--- src/rtl/seqr_pkg.sv ---
package seqr_pkg;
  localparam logic [4:0] A_PAT   = 5'h00;
  localparam logic [4:0] A_NOTE  = 5'h08;
  localparam logic [4:0] A_TEMPO = 5'h10;
  localparam logic [4:0] A_CTRL  = 5'h11;
  localparam logic [4:0] A_STAT  = 5'h12;

  localparam logic [7:0] MSG_STATUS = 8'h99;
  localparam logic [7:0] VEL_HIT    = 8'h64;
  localparam logic [7:0] VEL_REL    = 8'h00;

  typedef logic [6:0] note_t;
endpackage

--- src/rtl/seqr_step_clock.sv ---
module seqr_step_clock #(
  parameter int TEMPO_W = 24,
  parameter int N_STEPS = 16,
  parameter int STEP_W  = 4
) (
  input  logic               clk,
  input  logic               rst_n,
  input  logic               en,
  input  logic               idle,
  input  logic [TEMPO_W-1:0] tempo,
  output logic               fire,
  output logic [STEP_W-1:0]  step,
  output logic [STEP_W-1:0]  nxt_step
);
  logic [TEMPO_W-1:0] cnt;
  logic [TEMPO_W-1:0] period;
  logic               started;

  // first boundary after enable plays step 0
  assign nxt_step = !started ? '0 :
                    (step == STEP_W'(N_STEPS - 1)) ? '0 : step + 1'b1;

  // a boundary needs the interval expired and every message drained
  assign fire = en && idle && (!started || cnt >= period);

  always_ff @(posedge clk) begin
    if (!rst_n) begin
      cnt     <= '0;
      period  <= TEMPO_W'(1);
      started <= 1'b0;
      step    <= '0;
    end else if (!en) begin
      cnt     <= '0;
      started <= 1'b0;
      step    <= '0;
    end else if (fire) begin
      cnt     <= TEMPO_W'(1);
      period  <= (tempo == '0) ? TEMPO_W'(1) : tempo;
      step    <= nxt_step;
      started <= 1'b1;
    end else if (cnt < period) begin
      cnt <= cnt + 1'b1;
    end
  end
endmodule

--- src/rtl/seqr_msg_engine.sv ---
module seqr_msg_engine
  import seqr_pkg::*;
#(
  parameter int N_TRACKS = 8,
  parameter int TRK_W    = 3
) (
  input  logic                      clk,
  input  logic                      rst_n,
  input  logic                      en,
  input  logic                      fire,
  input  logic [N_TRACKS-1:0]       column,
  input  logic [N_TRACKS-1:0][6:0]  notes,
  output logic                      b_valid,
  output logic [7:0]                b_data,
  input  logic                      b_ready,
  output logic                      idle
);
  logic [N_TRACKS-1:0]      on_mask, rel_mask, sounding;
  logic [N_TRACKS-1:0][6:0] on_note, rel_note, snd_note;
  logic                     msg_active, msg_rel;
  logic [1:0]               bidx;
  note_t                    msg_note;

  logic             have_sel, sel_rel;
  logic [TRK_W-1:0] sel_idx;
  logic             commit;

  // releases outrank note-ons; lowest track first within each kind
  always_comb begin
    have_sel = 1'b0;
    sel_rel  = 1'b0;
    sel_idx  = '0;
    for (int i = N_TRACKS - 1; i >= 0; i--) begin
      if (en && on_mask[i]) begin
        have_sel = 1'b1;
        sel_rel  = 1'b0;
        sel_idx  = TRK_W'(i);
      end
    end
    for (int i = N_TRACKS - 1; i >= 0; i--) begin
      if (rel_mask[i]) begin
        have_sel = 1'b1;
        sel_rel  = 1'b1;
        sel_idx  = TRK_W'(i);
      end
    end
  end

  assign idle    = !msg_active && (rel_mask == '0) && (on_mask == '0);
  assign commit  = !msg_active && have_sel;
  assign b_valid = msg_active;

  always_comb begin
    case (bidx)
      2'd0:    b_data = MSG_STATUS;
      2'd1:    b_data = {1'b0, msg_note};
      default: b_data = msg_rel ? VEL_REL : VEL_HIT;
    endcase
  end

  always_ff @(posedge clk) begin
    if (!rst_n) begin
      on_mask    <= '0;
      rel_mask   <= '0;
      sounding   <= '0;
      on_note    <= '0;
      rel_note   <= '0;
      snd_note   <= '0;
      msg_active <= 1'b0;
      msg_rel    <= 1'b0;
      bidx       <= '0;
      msg_note   <= '0;
    end else begin
      if (fire) begin
        rel_mask <= sounding;
        rel_note <= snd_note;
        on_mask  <= column;
        on_note  <= notes;
      end
      if (commit) begin
        msg_active <= 1'b1;
        bidx       <= '0;
        msg_rel    <= sel_rel;
        if (sel_rel) begin
          rel_mask[sel_idx] <= 1'b0;
          sounding[sel_idx] <= 1'b0;
          msg_note          <= rel_note[sel_idx];
        end else begin
          on_mask[sel_idx]  <= 1'b0;
          sounding[sel_idx] <= 1'b1;
          snd_note[sel_idx] <= on_note[sel_idx];
          msg_note          <= on_note[sel_idx];
        end
      end else if (msg_active && b_ready) begin
        if (bidx == 2'd2) msg_active <= 1'b0;
        else              bidx       <= bidx + 2'd1;
      end
      // stopping: drop unstarted hits, then release whatever still sounds
      if (!en) begin
        on_mask <= '0;
        if (idle && sounding != '0) begin
          rel_mask <= sounding;
          rel_note <= snd_note;
        end
      end
    end
  end
endmodule

--- src/rtl/seqr_midi_tx.sv ---
module seqr_midi_tx #(
  parameter int DIV = 4000
) (
  input  logic       clk,
  input  logic       rst_n,
  input  logic       in_valid,
  input  logic [7:0] in_data,
  output logic       in_ready,
  output logic       line,
  output logic       active
);
  localparam int CW = (DIV > 1) ? $clog2(DIV) : 1;

  logic [8:0]    shreg;
  logic [3:0]    nbits;
  logic [CW-1:0] divcnt;

  assign in_ready = !active;

  always_ff @(posedge clk) begin
    if (!rst_n) begin
      active <= 1'b0;
      line   <= 1'b1;
      shreg  <= '0;
      nbits  <= '0;
      divcnt <= '0;
    end else if (!active) begin
      if (in_valid) begin
        active <= 1'b1;
        line   <= 1'b0;
        shreg  <= {1'b1, in_data};
        nbits  <= 4'd9;
        divcnt <= CW'(DIV - 1);
      end
    end else if (divcnt == '0) begin
      if (nbits == 4'd0) begin
        active <= 1'b0;
      end else begin
        line   <= shreg[0];
        shreg  <= {1'b0, shreg[8:1]};
        nbits  <= nbits - 4'd1;
        divcnt <= CW'(DIV - 1);
      end
    end else begin
      divcnt <= divcnt - 1'b1;
    end
  end
endmodule

--- src/rtl/step_sequencer.sv ---
module step_sequencer
  import seqr_pkg::*;
#(
  parameter int CLK_HZ   = 125_000_000,
  parameter int BAUD     = 31250,
  parameter int N_TRACKS = 8,
  parameter int N_STEPS  = 16,
  parameter int TEMPO_W  = 24
) (
  input  logic        clk,
  input  logic        rst_n,
  input  logic        wr_en,
  input  logic [4:0]  wr_addr,
  input  logic [31:0] wr_data,
  input  logic [4:0]  rd_addr,
  output logic [31:0] rd_data,
  output logic        midi_out
);
  localparam int STEP_W = $clog2(N_STEPS);
  localparam int TRK_W  = $clog2(N_TRACKS);
  localparam int DIV    = CLK_HZ / BAUD;

  logic [N_TRACKS-1:0][N_STEPS-1:0] pat;
  logic [N_TRACKS-1:0][6:0]         note;
  logic [TEMPO_W-1:0]               tempo;
  logic                             en_q;

  logic              fire, eng_idle, tx_active, busy;
  logic [STEP_W-1:0] step, nxt_step;
  logic [N_TRACKS-1:0] column;
  logic              b_valid, b_ready;
  logic [7:0]        b_data;
  logic              unused_wr;

  assign unused_wr = ^wr_data[31:TEMPO_W];

  always_ff @(posedge clk) begin
    if (!rst_n) begin
      pat   <= '0;
      note  <= '0;
      tempo <= TEMPO_W'(1);
      en_q  <= 1'b0;
    end else if (wr_en) begin
      for (int t = 0; t < N_TRACKS; t++) begin
        if (wr_addr == A_PAT + 5'(t))  pat[t]  <= wr_data[N_STEPS-1:0];
        if (wr_addr == A_NOTE + 5'(t)) note[t] <= wr_data[6:0];
      end
      if (wr_addr == A_TEMPO) tempo <= wr_data[TEMPO_W-1:0];
      if (wr_addr == A_CTRL)  en_q  <= wr_data[0];
    end
  end

  always_comb begin
    for (int t = 0; t < N_TRACKS; t++) column[t] = pat[t][nxt_step];
  end

  assign busy = !(eng_idle && !tx_active);

  seqr_step_clock #(.TEMPO_W(TEMPO_W), .N_STEPS(N_STEPS), .STEP_W(STEP_W)) u_clock (
    .clk(clk), .rst_n(rst_n), .en(en_q), .idle(!busy), .tempo(tempo),
    .fire(fire), .step(step), .nxt_step(nxt_step)
  );

  seqr_msg_engine #(.N_TRACKS(N_TRACKS), .TRK_W(TRK_W)) u_engine (
    .clk(clk), .rst_n(rst_n), .en(en_q), .fire(fire), .column(column),
    .notes(note), .b_valid(b_valid), .b_data(b_data), .b_ready(b_ready),
    .idle(eng_idle)
  );

  seqr_midi_tx #(.DIV(DIV)) u_tx (
    .clk(clk), .rst_n(rst_n), .in_valid(b_valid), .in_data(b_data),
    .in_ready(b_ready), .line(midi_out), .active(tx_active)
  );

  always_comb begin
    rd_data = '0;
    if (rd_addr == A_STAT) begin
      rd_data[7:0] = 8'(step);
      rd_data[8]   = busy;
    end
  end
endmodule

--- config.mk ---
export PLATFORM = sky130hd
export DESIGN_NAME = step_sequencer
export DESIGN_NICKNAME = d
export VERILOG_FILES = /design/src/rtl/seqr_pkg.sv /design/src/rtl/seqr_step_clock.sv /design/src/rtl/seqr_msg_engine.sv /design/src/rtl/seqr_midi_tx.sv /design/src/rtl/step_sequencer.sv
export SDC_FILE = /design/constraint.sdc
export NUM_CORES = 1
export LEC_CHECK = 0
export BUFFER_PORTS_ARGS = -buffer_cell sky130_fd_sc_hd__buf_2
export CORE_UTILIZATION = 60
export CTS_CLUSTER_DIAMETER = 30
export DETAILED_ROUTE_END_ITERATION = 12
export GPL_TIMING_DRIVEN = 0
export PLACE_DENSITY = 0.77
export SYNTH_ARGS = -nofsm -noshare
export SYNTH_HDL_FRONTEND = slang
export SYNTH_SLANG_ARGS = --single-unit
export TNS_END_PERCENT = 5
--- constraint.sdc ---
create_clock -name clk -period 3.8 [get_ports clk]
set_input_delay 0.19 -clock clk [delete_from_list [all_inputs] [get_ports clk]]
set_output_delay 0.19 -clock clk [all_outputs]
set_load 0.01 [all_outputs]
-- Word level (Yosys, flattened, before mapping)
Index checks and enable logic that the tools add are counted.
- add/sub/neg operators: 5
- bitwise logic cells: 9
- mux-type cells: 111
- order comparisons: 5
- reductions and logical operators: 61
- equality and inequality tests: 24
- operator list (kind ; number):
    $mux 56 ; 3
    $mux 8 ; 11
    $bwmux 56 ; 1
    $mux 12 ; 4
    $mux 3 ; 16
    $reduce_and 2->1 ; 24
    $mux 1 ; 46
    $mux 9 ; 5
    $bmux 7 s3 ; 2
    $eq 5x4->1 const B ; 8
    $mux 7 ; 5
    $bmux 1 s4 ; 8
    $add 24x1->24 const B ; 1
    $and 8x8->8 ; 3
    $ge 24x24->1 ; 1
    $logic_not 24->1 ; 1
    $lt 24x24->1 ; 1
    $mux 24 ; 1
    $mux 4 ; 6
    $demux 7 s3 ; 1
    $eq 5x3->1 const B ; 4
    $logic_and 1x1->1 ; 17
    $logic_not 8->1 ; 2
    $pmux 8 s2 ; 1
    30 further kinds ; 43
- input port bits: 45
- logic and storage cells: 274
- register bits: 492

-- Logic depth before layout (Yosys ltp)
- word-level depth: 27
- gate-level depth with buffers: 13
- depth with buffers taken out: 9

-- Modules after synthesis
From an unflattened synthesis, not the netlist that was laid out.
- cells, all modules: 2653
- area total of the unflattened synthesis: 23284.8 sq um
- modules (own cells, without submodules) (module ; area an instance (sq um) ; cells an instance ; times used ; sequential area each (sq um)):
    step_sequencer ; 9804.4 ; 1097 ; 1 ; 4184.0
    seqr_msg_engine ; 8649.5 ; 984 ; 1 ; 4063.9
    seqr_step_clock ; 3365.7 ; 409 ; 1 ; 1061.0
    seqr_midi_tx ; 1465.2 ; 163 ; 1 ; 540.5

-- Worst setup path after synthesis
Ideal clock, no wire load.
- path type: register to register
- from: register u_clock.period[20]
- to: register u_clock.step[0]
- arrival: 2.516 ns
- period minus slack after synthesis: 2.649 ns
- required time: 3.668 ns
- slack: 1.151 ns
- stages on the path, launching flop included: 14
- cells stage by stage: dfxtp_1 inv_1 ha_1 and3_1 nand3_1 or4b_1 o311a_1 clkbuf_1 a41o_1 clkbuf_1 buf_2 buf_1 nand2_1 a21oi_1
- cells in the longest elaborated chain, start to end: 3
- RTL lines (element ; RTL line ; RTL):
    start: declaration ; seqr_step_clock.sv:16 ; logic [TEMPO_W-1:0] period;
    start signal: assignment ; seqr_step_clock.sv:38 ; period <= (tempo == '0) ? TEMPO_W'(1) : tempo;
    $ge 24x24->1 ; seqr_step_clock.sv:24 ; assign fire = en && idle && (!started || cnt >= period);
    $logic_or 1x1->1 ; seqr_step_clock.sv:24 ;
    $logic_and 1x1->1 ; seqr_step_clock.sv:24 ;
    end signal: assignment ; seqr_step_clock.sv:39 ; step <= nxt_step;
    end: declaration ; seqr_step_clock.sv:12 ; output logic [STEP_W-1:0] step,
No other way between the ends.
A chain may end at the register's enable or synchronous reset.

-- Worst setup path in the final report
- from: register u_clock.step[0]
- to: register u_engine.on_mask[5]
- cells in the longest elaborated chain, start to end: 10
- elaborated cells between the ends (all ways): 11
- classes of those cells: add/sub: 1; eq/ne: 1; mux: 8; bitwise: 1
- RTL lines (element ; RTL line ; RTL):
    $add 4x1->4 or $eq 4x4->1 (tied branches) ; seqr_step_clock.sv:21 ; (step == STEP_W'(N_STEPS - 1)) ? '0 : step + 1'b1;
    $mux 4 * ; seqr_step_clock.sv:21 ;
    $mux 4 * ; seqr_step_clock.sv:20 ; assign nxt_step = !started ? '0 :
    $bmux 1 s4 * ; step_sequencer.sv:54 ; for (int t = 0; t < N_TRACKS; t++) column[t] = pat[t][nxt_step];
    $mux 1 (implied by the code) * ; step_sequencer.sv:54 ;
    $mux 8 * ; seqr_msg_engine.sv:74 ; if (fire) begin
    $mux 8 * ; seqr_msg_engine.sv:62 ; if (!rst_n) begin
    $and 8x8->8 (no source line) ; - ;
    $mux 8 ; seqr_msg_engine.sv:84 ; if (sel_rel) begin
    $mux 8 * ; seqr_msg_engine.sv:80 ; if (commit) begin
    end signal: assignment ; seqr_msg_engine.sv:77 ; on_mask <= column;
    end: declaration ; seqr_msg_engine.sv:18 ; logic [N_TRACKS-1:0] on_mask, rel_mask, sounding;
Mark *: on every way between the ends. The rest lies on a longest branch, timed or not. The select of a mux whose other input is x is not followed.

==> out/metrics.yaml <==
outcome: "complete, no violations"
rsz0062_at_grt: "true"
hold_class: "in -> reg"
cellPowerDensity_nw_per_um2: 558
drv_cap: 0
final_common_cell: "nand2_1"
clkTransAtPathRegs_ns: 0.05
vdd_drop_max_uv: 640
ys_ff_latch: 492
start_kind: "flop"
drv_slew: 0
n_antenna_cell: 0
synth_simple_gate_area_share_pct: 23.4
synth_mux_area_share_pct: 8.16
yosysWarningCount: 0
stdcell_area_um2: 26100
placementRows: 69
port_buffers: 23
mostFrequentLayoutCells: "nand2_1 (687), dfxtp_1 (492), a21oi_1 (334)"
cts_max_path_buffers: 3
cts_tree: "built"
clk_latency_ns: 0.63
required_ns: 4.27
ys_types: 83
nets: 2913
synthArstFlopShare_pct: 0
critPathMaxFanout: 10
critPathCaptureType: "flop"
reg2reg_depth: 9
initial_core_util_pct: 61.1
die_w_um: 192
finalWirelength_um: 72100
dieArea_um2: 37000
setup_violations: 0
grtUsageTotal_pct: 38.6
cts_setup_buffers: 0
fin_crit_ns: 3.79
finClkSkew_ns: 0.0248
synth_cells: 2683
max_freq_mhz: 264
drc_errors: 0
max-slew-margin-rel_pct: 22.1
grt_max_degree: 14
finalSetupTns_ns: 0
hold_viol: 0
grt_pass1_wl_um: 109000
drtIter0Drc: 2470
viasPerCell: 6.23
synth.area.top_cells: "dfxtp_1 (45%), nand2_1 (12%), a21oi_1 (7.7%)"
syn_area_um2: 21700
final_layout_size_suffix_gt1_share_pct: 10.5
dp_hpwl_um: 49800
ant_nets: 0
yosysTopAreaCellShare_pct: 45.3
ys_seq_area_share_pct: 45.3
grt_pass1_vias: 19800
fin_hold_ws_ns: 0.0344
synth_fa_ha_area_share_pct: 1.84
fin_crit_sh_pct: 99.8
path_class: "reg -> reg"
drt-pass1-iter-count: 6
area_growth_pct: 20.0
yosys.area.top_type: "dfxtp_1"
numCtsBuffers: 93
synth_compound_area_share_pct: 15.2
placed_area_um2: 22500
synth_top_family_by_area: "simple AND/OR/NAND/NOR gates"
vias: 21000
htree_levels: 3
design_power_total_mw: 14.6
synth_xor_area_share_pct: 0.846
fp.coreArea_um2: 35600
gp_routability_congestion: 1.02
worst_slew_pin_slew_ns: 1.16
worstPathArrival_ns: 4.26
overflow: 0
p_leak_nw: 9.26
fill_cells: 2619
wl_per_cell_um: 21.4
avgSynthCellArea_um2: 8.10
dieHeight_um: 192
root_buffer: "clkbuf_16"
cts_sinks: 492
synth_edf_count: 0
pin_count: 78
worstHoldPathCells: 3
antenna_found_initial: 1
ys.flop_type: "dfxtp_1"
==> power by group <==
group | internal [mW] | switching (mW) | total, mW
Clock | 6.15 | 2.87 | 9.01
Sequential | 5.19 | 0.00965 | 5.20
Combinational | 0.0800 | 0.262 | 0.342
Total | 11.4 | 3.14 | 14.6
==> sequential cells by signal (all words and copies together) (netlist names), named ones only <==
| signal | flops |
|---|---|
| u_engine.rel_note | 56 |
| u_engine.on_note | 56 |
| en_q | 1 |
| u_tx.divcnt | 12 |
| u_engine.bidx | 2 |
| u_clock.cnt | 24 |
| tempo | 24 |
| u_clock.started | 1 |
| u_engine.snd_note | 56 |
| u_engine.rel_mask | 8 |
| u_tx.active | 1 |
| pat | 128 |
| u_tx.line | 1 |
| u_engine.msg_note | 7 |
| u_engine.on_mask | 8 |
| note | 56 |
| u_clock.step | 4 |
| u_engine.b_valid | 1 |
| u_tx.shreg | 9 |
| u_tx.nbits | 4 |
| u_clock.period | 24 |
| u_engine.msg_rel | 1 |
==> worst max-delay path: stages (launching register included) <==
cell     delay [ns]
dfxtp_1        0.43
ha_1           0.28
nand2_1        0.29
buf_1          0.77
buf_1          0.73
mux4_2         0.41
mux2i_1        0.39
nand2_1        0.10
a31oi_1        0.17
nor3_1         0.06
==> cell families after synthesis <==
kind of cell	after synthesis
flip-flops	492
adder cells (fa/ha/maj)	32
multiplexers	135
buffers and inverters	258
XOR/XNOR	21
other	1
AND/OR/NAND/NOR	1168
AO/OA/AOI/OAI	576
==> routing by layer <==
layer	global-route usage [%]	up-vias	share of wire, %
li1	-	9572	-
met1	51.6	10000	40
met2	60.4	1203	45
met3	7.64	222	10
met4	17.5	2	4.1
met5	0	-	0.015
==> metrics by stage <==
stage / util [%] / setup WS [ns] / std cells
6_report: 73.3 / 0.00829 / 3375
5_1_grt: 73.3 / -0.0441 / 3375
4_1_cts: 73.3 / 0.140 / 3375
3_5_place_dp: 63.3 / 0.190 / 3193
3_3_place_gp: 63.3 / 0.203 / 3193
2_1_floorplan: - / 1.15 / 2709
==> synthesized netlist by cell type (3+ instances only) <==
cell type / number
buf_4: 34
a21o_1: 6
a21oi_1: 334
nor3b_1: 3
and2_1: 9
a221o_1: 4
a31o_2: 3
nor3_1: 27
nand2_1: 687
a221oi_1: 9
buf_1: 11
or2_2: 5
and3_1: 18
xnor2_1: 9
o21a_1: 3
nor2_1: 162
dfxtp_1: 492
a31oi_1: 19
mux2i_1: 94
inv_1: 38
xor2_1: 12
mux4_2: 33
mux2_2: 8
a21boi_0: 4
o31ai_1: 3
nand4_1: 44
nand3b_1: 5
a211oi_1: 11
buf_2: 17
or3_1: 11
o21ai_0: 115
o21ai_1: 4
ha_1: 32
o2111ai_1: 5
nor2b_1: 13
o211ai_1: 7
o221ai_1: 6
nor4_1: 13
a311oi_1: 8
and4_1: 6
or4_1: 6
nor3_2: 3
clkbuf_1: 155
nand3_1: 134
nand2b_1: 9
==> final cells by class <==
| cell class | count | area (µm²) | share of cell area (%) |
|---|---|---|---|
| clock buffers | 121 | 2600 | 9.98 |
| repair buffers | 32 | 205 | 0.787 |
| clock inverters | 52 | 860 | 3.30 |
| inverters | 40 | 150 | 0.576 |
| multi-input cells | 1959 | 10900 | 41.6 |
| plain buffers | 218 | 976 | 3.74 |
| well taps | 461 | 577 | 2.21 |
| flip-flops and latches | 492 | 9850 | 37.8 |
==> timing repair <==
action | CTS | global route
gates resized for setup | 0 | 2
endpoints found under the hold margin | 9 | 0
endpoints found under the setup margin | 0 | 14
hold buffers | 9 | 0
==> path summary, 6_finish.rpt <==
| check | from | end | slack, ns |
|---|---|---|---|
| max | u_clock.step[0] | u_engine.on_mask[5] | 0.008 |
| min | wr_data[2] | note[16] | 0.03 |
| max reg2reg | u_clock.step[0] | u_engine.on_mask[5] | 0.008 |
| min reg2reg | note[36] | u_engine.on_note[36] | 0.45 |
Note: power is estimated with default switching activity, not from simulation.
